==> src/rtl/vsel_pkg.sv <==
package vsel_pkg;
  localparam int RRPV_W   = 2;
  localparam int PROB_W   = 4;
  localparam int RRPV_INS = 2;
  localparam int RRPV_HIT = 0;
  typedef logic [RRPV_W-1:0] rrpv_t;
endpackage

==> src/rtl/vsel_way_entry.sv <==
module vsel_way_entry
  import vsel_pkg::*;
#(
  parameter int SEG_W = 4
) (
  input  logic             clk,
  input  logic             rst_n,
  input  logic             hit_en,
  input  logic             fill_en,
  input  logic [SEG_W-1:0] fill_seg,
  output logic             occ,
  output rrpv_t            rrpv,
  output logic [SEG_W-1:0] seg
);
  logic             occ_d;
  rrpv_t            rrpv_d;
  logic [SEG_W-1:0] seg_d;
  logic             upd_en;

  assign upd_en = hit_en | fill_en;

  always_comb begin
    occ_d  = occ;
    rrpv_d = rrpv;
    seg_d  = seg;
    if (fill_en) begin
      occ_d  = 1'b1;
      rrpv_d = rrpv_t'(RRPV_INS);
      seg_d  = fill_seg;
    end else if (hit_en) begin
      rrpv_d = rrpv_t'(RRPV_HIT);
    end
  end

  always_ff @(posedge clk or negedge rst_n) begin
    if (!rst_n) begin
      occ  <= 1'b0;
      rrpv <= '0;
      seg  <= '0;
    end else if (upd_en) begin
      occ  <= occ_d;
      rrpv <= rrpv_d;
      seg  <= seg_d;
    end
  end
endmodule

==> src/rtl/vsel_min_chain.sv <==
module vsel_min_chain
  import vsel_pkg::*;
#(
  parameter int WAYS = 8,
  parameter int SEG_W = 4,
  parameter logic [4*PROB_W-1:0] PROB_TABLE = {4'd1, 4'd2, 4'd4, 4'd8},
  localparam int WAY_W = $clog2(WAYS),
  localparam int PRD_W = PROB_W + SEG_W
) (
  input  logic [WAYS-1:0]        occ_vec,
  input  logic [WAYS*RRPV_W-1:0] rrpv_vec,
  input  logic [WAYS*SEG_W-1:0]  seg_vec,
  output logic [WAY_W-1:0]       best_way
);
  logic [WAY_W-1:0]  st_idx [WAYS];
  logic              st_occ [WAYS];
  logic [PROB_W-1:0] st_w   [WAYS];
  logic [SEG_W-1:0]  st_s   [WAYS];
  logic [PROB_W-1:0] way_w  [WAYS];

  for (genvar g = 0; g < WAYS; g++) begin : g_wt
    assign way_w[g] = PROB_TABLE[rrpv_vec[g*RRPV_W +: RRPV_W]*PROB_W +: PROB_W];
  end

  assign st_idx[0] = '0;
  assign st_occ[0] = occ_vec[0];
  assign st_w[0]   = way_w[0];
  assign st_s[0]   = seg_vec[0 +: SEG_W];

  for (genvar g = 1; g < WAYS; g++) begin : g_stage
    logic [PRD_W-1:0] lhs, rhs;
    logic             take;
    assign lhs  = PRD_W'(way_w[g]) * PRD_W'(st_s[g-1]);
    assign rhs  = PRD_W'(st_w[g-1]) * PRD_W'(seg_vec[g*SEG_W +: SEG_W]);
    assign take = (st_occ[g-1] && !occ_vec[g]) ||
                  (st_occ[g-1] && occ_vec[g] && (lhs < rhs));
    assign st_idx[g] = take ? WAY_W'(g) : st_idx[g-1];
    assign st_occ[g] = take ? occ_vec[g] : st_occ[g-1];
    assign st_w[g]   = take ? way_w[g] : st_w[g-1];
    assign st_s[g]   = take ? seg_vec[g*SEG_W +: SEG_W] : st_s[g-1];
  end

  assign best_way = st_idx[WAYS-1];
endmodule

==> src/rtl/vsel_top.sv <==
module vsel_top
  import vsel_pkg::*;
#(
  parameter int WAYS    = 8,
  parameter int MAX_SEG = 8,
  parameter logic [4*PROB_W-1:0] PROB_TABLE = {4'd1, 4'd2, 4'd4, 4'd8},
  localparam int WAY_W = $clog2(WAYS),
  localparam int SEG_W = $clog2(MAX_SEG + 1)
) (
  input  logic             clk,
  input  logic             rst_n,
  input  logic             req_valid,
  input  logic             req_hit,
  input  logic [WAY_W-1:0] req_way,
  input  logic [SEG_W-1:0] req_size,
  output logic             victim_valid,
  output logic [WAY_W-1:0] victim_way
);
  logic                   rst_meta, rst_q;
  logic [SEG_W-1:0]       seg_in;
  logic                   miss_req, hit_req;
  logic [WAYS-1:0]        way_occ;
  logic [WAYS*RRPV_W-1:0] way_rrpv;
  logic [WAYS*SEG_W-1:0]  way_seg;
  logic [WAY_W-1:0]       pick;
  logic                   vld_d;
  logic [WAY_W-1:0]       way_d;

  always_ff @(posedge clk or negedge rst_n) begin
    if (!rst_n) begin
      rst_meta <= 1'b0;
      rst_q    <= 1'b0;
    end else begin
      rst_meta <= 1'b1;
      rst_q    <= rst_meta;
    end
  end

  always_comb begin
    if (req_size == '0)
      seg_in = SEG_W'(1);
    else if (req_size > SEG_W'(MAX_SEG))
      seg_in = SEG_W'(MAX_SEG);
    else
      seg_in = req_size;
  end

  assign miss_req = req_valid & ~req_hit;
  assign hit_req  = req_valid &  req_hit;

  for (genvar g = 0; g < WAYS; g++) begin : g_way
    vsel_way_entry #(.SEG_W(SEG_W)) u_entry (
      .clk      (clk),
      .rst_n    (rst_q),
      .hit_en   (hit_req && (req_way == WAY_W'(g))),
      .fill_en  (miss_req && (pick == WAY_W'(g))),
      .fill_seg (seg_in),
      .occ      (way_occ[g]),
      .rrpv     (way_rrpv[g*RRPV_W +: RRPV_W]),
      .seg      (way_seg[g*SEG_W +: SEG_W])
    );
  end

  vsel_min_chain #(
    .WAYS(WAYS), .SEG_W(SEG_W), .PROB_TABLE(PROB_TABLE)
  ) u_chain (
    .occ_vec  (way_occ),
    .rrpv_vec (way_rrpv),
    .seg_vec  (way_seg),
    .best_way (pick)
  );

  always_comb begin
    vld_d = miss_req;
    way_d = miss_req ? pick : victim_way;
  end

  always_ff @(posedge clk or negedge rst_q) begin
    if (!rst_q) begin
      victim_valid <= 1'b0;
      victim_way   <= '0;
    end else begin
      victim_valid <= vld_d;
      victim_way   <= way_d;
    end
  end
endmodule

==> config.mk <==
export PLATFORM = sky130hd
export DESIGN_NAME = vsel_top
export DESIGN_NICKNAME = d
export VERILOG_FILES = /design/src/rtl/vsel_pkg.sv /design/src/rtl/vsel_way_entry.sv /design/src/rtl/vsel_min_chain.sv /design/src/rtl/vsel_top.sv
export SDC_FILE = /design/constraint.sdc
export NUM_CORES = 1
export LEC_CHECK = 0
export BUFFER_PORTS_ARGS = -buffer_cell sky130_fd_sc_hd__buf_2
export CAP_MARGIN = 30
export CORE_ASPECT_RATIO = 0.6
export CORE_MARGIN = 2
export CORE_UTILIZATION = 58
export DETAILED_ROUTE_END_ITERATION = 8
export MAX_ROUTING_LAYER = met4
export PLACE_DENSITY = 0.78
export SYNTH_ARGS = -nofsm -noshare
export SYNTH_HDL_FRONTEND = slang
export SYNTH_SLANG_ARGS = --single-unit
==> constraint.sdc <==
create_clock -name clk -period 1.6 [get_ports clk]
set_input_delay 0.24 -clock clk [delete_from_list [all_inputs] [get_ports clk]]
set_output_delay 0.24 -clock clk [all_outputs]
set_load 0.01 [all_outputs]
==> flow_summary_export.csv, run 1 <==
group,metric,value,unit
timing,grt-worst-endpoint,"g_way[7].u_entry.seg[3]$_DFFE_PN0P_/D",
grt,gr-total-overflow,519,
synth,synth_top_family_by_area,"adder cells",
synth,avgSynthCellArea,8.97,µm²
synth,synth_cell_types,60,
grt,grt_use_total,0.937,
synth,synthMuxAreaShare,0.121,
synth,synth.area.top_cells,"dfrtp_1 24%, ha_1 22%, mux2_2 7.1%",
clock_network,htreeDepth,2,
synth,yosysWarnings,0,
grt,grt_max_degree,31,
floorplan,start_util,0.600,
place,pre_cts_slack,-16.18,ns
clock_network,cts-root-buf,"clkbuf_16",
synth,synth_ff_type,"dfrtp_1",
synth,yosys.area_share.xor_xnor,0.0222,
synth,synth_area_leader_cell,"dfrtp_1",
place,gp_congestion,1.01,
synth,synth-edff-count,0,
floorplan,num_rows,27,
status,error_line,"[ERROR GRT-0232] Routing congestion too high. Check the congestion heatmap in the GUI.",
status,status,"stopped before the end",
timing,worstEpCategory,"register data pin",
clock_network,clockBufferDepth,2,
floorplan,chipWidth,130,µm
synth,synth.ff_latch_count,54,
synth,postSynthCellCount,617,
synth,synth_simple_gate_area_frac,0.189,
synth,seq_area_frac_synth,0.244,
floorplan,ios,15,
place,dpl.hpwl,13.9,mm
place,io_buffer_count,14,
synth,synthArstFlopShare,1.00,
floorplan,die_h,79.6,µm
synth,yosysTopAreaCellShare,0.244,
synth,synth-compound-area-share,0.162,
clock_network,cts.sinks,54,
synth,synth_area,5530,µm²
clock_network,numCtsBuffers,5,
synth,synth_fa_ha_area_frac,0.222,
status,stop_stage,"global routing",
==> metrics by stage <==
step / util / std cells / hold slack (ns) / instance area [µm²]
floorplan: - / 632 / -0.0556 / 6120
global placement: 0.809 / 921 / 0.0249 / 7460
detailed placement: 0.810 / 922 / 0.0346 / 7470
CTS: 0.897 / 954 / 0.245 / 8270
==> cells by family after synthesis <==
family,after synthesis
compound gates,125
xor+xnor,14
fa+ha+maj,98
buf+inv,55
flops,54
mux,60
other cells,2
simple gates,209
==> timing repair <==
action,in CTS
hold buffers,1
pin swaps,42
endpoints found under the hold margin,2
endpoints found under the setup margin,51
resized for setup,107
buffers inserted,24
==> Yosys cell counts, drive strengths merged, types with 4 or more instances <==
| cell type | n |
|---|---|
| or2 | 7 |
| a211o | 6 |
| a21o | 13 |
| nand2 | 49 |
| mux2i | 20 |
| dfrtp | 54 |
| clkbuf | 10 |
| a21oi | 33 |
| ha | 98 |
| and3 | 10 |
| mux2 | 40 |
| o21a | 4 |
| buf | 4 |
| o31ai | 6 |
| a211oi | 4 |
| nor2b | 13 |
| and2 | 26 |
| xnor2 | 7 |
| nor2 | 50 |
| a31oi | 8 |
| inv | 41 |
| xor2 | 7 |
| nand4 | 6 |
| nand3 | 17 |
| o21ai | 27 |
| nand2b | 12 |
| nor3 | 8 |
==> per-layer routing <==
metal  GRT overflow  GRT usage
met1              2      0.862
met4            147       1.04
met2            360       1.15
met5              -          -
met3             10      0.727
==> run 2: changes to the inputs <==
--- a/config.mk
+++ b/config.mk
@@ -7,12 +7,10 @@
 export LEC_CHECK = 0
 export BUFFER_PORTS_ARGS = -buffer_cell sky130_fd_sc_hd__buf_2
 export CAP_MARGIN = 30
-export CORE_ASPECT_RATIO = 0.6
 export CORE_MARGIN = 2
-export CORE_UTILIZATION = 58
+export CORE_UTILIZATION = 40
 export DETAILED_ROUTE_END_ITERATION = 8
-export MAX_ROUTING_LAYER = met4
-export PLACE_DENSITY = 0.78
+export PLACE_DENSITY_LB_ADDON = 0.15
 export SYNTH_ARGS = -nofsm -noshare
 export SYNTH_HDL_FRONTEND = slang
 export SYNTH_SLANG_ARGS = --single-unit
==> constraint.sdc (replaced) <==
create_clock -name clk -period 2.1 [get_ports clk]
set_input_delay 0.315 -clock clk [delete_from_list [all_inputs] [get_ports clk]]
set_output_delay 0.315 -clock clk [all_outputs]
set_load 0.01 [all_outputs]
==> run 2 against run 1 <==
  * Synthesized cell count unchanged
  * The flow now finishes, with violations (setup timing)
  * Synthesized area stayed put
==> flow_summary_export.csv, run 2 <==
group,metric,value,unit
synth,synth.ff_latch_count,54,
layout,finalNonFillerCells,1016,
timing,relSlewSlack,0.593,
synth,synth_area,5530,µm²
setup_path,start_kind,"flip-flop",
setup_path,required,2.28,ns
clock_network,cts_tree,"done",
clock_network,clockBufferDepth,2,
setup_path,crit-reg2reg-capture,"g_way[7].u_entry.seg[1]$_DFFE_PN0P_",
setup_path,crit_buf_inv,11,
timing,worst_slew_pin_slew,0.605,ns
floorplan,start_util,0.414,
route,vias,5414,
grt,gr-total-overflow,0,
layout,multi_input_area,5320,µm²
timing,skew,0.00568,ns
place,dp.cells,968,
layout,final_common_cell,"buf_4",
timing,fin_crit,17.09,ns
layout,register_area,1350,µm²
worst_hold_path,hold_class,"reg -> async",
synth,synthMuxAreaShare,0.121,
synth,synth_cell_types,60,
synth,synth_simple_gate_area_frac,0.189,
setup_path,end_kind,"flip-flop",
synth,synth_common_cells,"98 x ha_1, 54 x dfrtp_1, 49 x nor2_1, 48 x nand2_1, 41 x inv_1",
floorplan,ios,15,
floorplan,die_h,122,µm
clock_network,cts.sinks,54,
timing,timing.final.crit_share,8.14,
clock_network,clk_latency,0.30,ns
timing,fmax,0.0585,GHz
grt,grt_pass1_wl,27.9,mm
timing,setup_ws,-14.99,ns
place,dpl.hpwl,13.0,mm
setup_path,critPathTopFamily,"compound AO/OA/AOI/OAI gates",
timing,setup_viol,51,
grt,grt_use_total,0.239,
layout,final_util,0.665,
synth,yosysMostFrequentCell,"ha_1",
synth,synth-compound-area-share,0.162,
timing,hold_slack,0.184,ns
status,violations,"setup timing",
layout,top_regs,"g_way.u_entry.seg (32), g_way.u_entry.occ (8), g_way.u_entry.rrpv (8)",
route,dr.first_iter.drc_count,246,
route,route.antenna.remaining_nets,0,
synth,seq_area_frac_synth,0.244,
synth,avgSynthCellArea,8.97,µm²
synth,postSynthCellCount,617,
job,drv_cap,0,
synth,synthArstFlopShare,1.00,
synth,synth_fa_ha_area_frac,0.222,
setup_path,rrSetupSlack,-14.99,ns
synth,synth_ff_type,"dfrtp_1",
timing,rsz0062_at_grt,"yes",
grt,grt_max_degree,27,
route,vias_per_cell,5.33,
setup_path,reg2reg_from,"g_way[1].u_entry.rrpv[1]$_DFFE_PN0P_",
layout,num_antenna_cells,0,
clock_network,cts-root-buf,"clkbuf_16",
setup_path,crit_path_max_fanout,7,
grt,grt_pass1_vias,5679,
setup_path,crit_arrival,17.27,ns
clock_network,numCtsBuffers,5,
place,gp_congestion,0.893,
setup_path,cp_slowest_cell,"dfrtp_2",
synth,synth_top_family_by_area,"adder cells",
clock_network,clkTransAtPathRegs,0.07,ns
floorplan,chipWidth,122,µm
setup_path,rr_worst_depth,94,
setup_path,cpMostUsedCell,"ha_4",
synth,synth-edff-count,0,
place,io_buffer_count,14,
layout,area_delta_synth_final,60.5,%
status,status,"finished, violations left",
layout,largest_register_ffs,32,
route,wl,18.0,mm
layout,final_nets,948,
layout,num-fill-cells,1019,
route,drc,0,
layout,top_register,"g_way.u_entry.seg",
synth,synth_area_leader_cell,"dfrtp_1",
synth,yosysTopAreaCellShare,0.244,
timing,drv_slew,0,
route,dr.pass1.iters,5,
floorplan,coreArea,13300,µm²
layout,final_cell_mix,"179 x buf_4, 52 x dfrtp_1, 50 x ha_4, 44 x nor2_1, 43 x ha_1",
synth,yosys.area_share.xor_xnor,0.0222,
setup_path,worstSetupPathType,"reg -> reg",
synth,yosysWarnings,0,
synth,synth.area.top_cells,"dfrtp_1 24%, ha_1 22%, mux2_2 7.1%",
floorplan,num_rows,42,
timing,final_hold_viol_count,0,
layout,drive_above_1_share,0.513,
setup_path,cp_slowest_stage_delay,0.48,ns
clock_network,htreeDepth,2,
floorplan,dieArea,14800,µm²
grt,antenna_found_initial,0,
route,wire_per_inst,17.7,µm
## run 2: cell counts after synthesis
No cell type changed its count.
## run 2: timing repair
item / CTS / global route
setup endpoints to repair: 51 / 51
pin swaps: 63 / 65
hold endpoints to repair: 2 / 0
setup buffers: 27 / 18
hold buffers: 1 / 0
resized for setup: 98 / 72
cloned: 0 / 0
## run 2: layout make-up
| type | count | area share |
|---|---|---|
| well taps | 176 | 0.0248 |
| clock inverters | 3 | 0.00451 |
| flip-flops and latches | 54 | 0.153 |
| multi-input cells | 523 | 0.600 |
| repair buffers | 214 | 0.187 |
| clock buffers | 5 | 0.0141 |
| inverters | 41 | 0.0176 |
## run 2: per-layer routing
metal	GRT usage	routed length [µm]
met1	0.312	8090
met2	0.424	8960
met3	0.0267	615
met4	0.0553	309
met5	0	0
## run 2: through the flow
stage / instance area (µm²) / worst slack [ns] / setup TNS, ns
floorplan: 6120 / -15.15 / -757.72
global placement: 7520 / -15.54 / -779.83
detailed placement: 7520 / -15.80 / -793.43
CTS: 8380 / -15.11 / -761.84
global route: 8880 / -15.68 / -786.95
finish: 8880 / -14.99 / -753.09
## run 2: logic make-up (layout without fill, tap and decap cells)
kind of cell	after synthesis	count (layout)
AOI/OAI and AO/OA	125	125
xor gates and xnor gates	14	14
adders and majority gates	98	98
buffers and inverters	55	263
DFF	54	54
muxes	60	60
other	2	17
and+or+nand+nor	209	209
## run 2: worst max-delay path by stage
stage | startpoint | endpoint | slack [ns] | cells after the start
after floorplan | g_way[1].u_entry.rrpv[1]$_DFFE_PN0P_ | g_way[7].u_entry.seg[0]$_DFFE_PN0P_ | -15.15 | 96
after global placement | g_way[1].u_entry.seg[2]$_DFFE_PN0P_ | g_way[7].u_entry.seg[1]$_DFFE_PN0P_ | -15.54 | 93
after detailed placement | g_way[1].u_entry.seg[2]$_DFFE_PN0P_ | g_way[7].u_entry.seg[1]$_DFFE_PN0P_ | -15.80 | 94
after CTS | g_way[0].u_entry.seg[2]$_DFFE_PN0P_ | g_way[7].u_entry.seg[1]$_DFFE_PN0P_ | -15.11 | 94
after global routing | g_way[1].u_entry.rrpv[1]$_DFFE_PN0P_ | g_way[7].u_entry.seg[1]$_DFFE_PN0P_ | -15.68 | 91
final | g_way[1].u_entry.rrpv[1]$_DFFE_PN0P_ | g_way[7].u_entry.seg[1]$_DFFE_PN0P_ | -14.99 | 94
Power of run 2 is left out: the tool's default activity adds up to more than one toggle a clock period on the data nets, which glitch-free logic cannot reach.
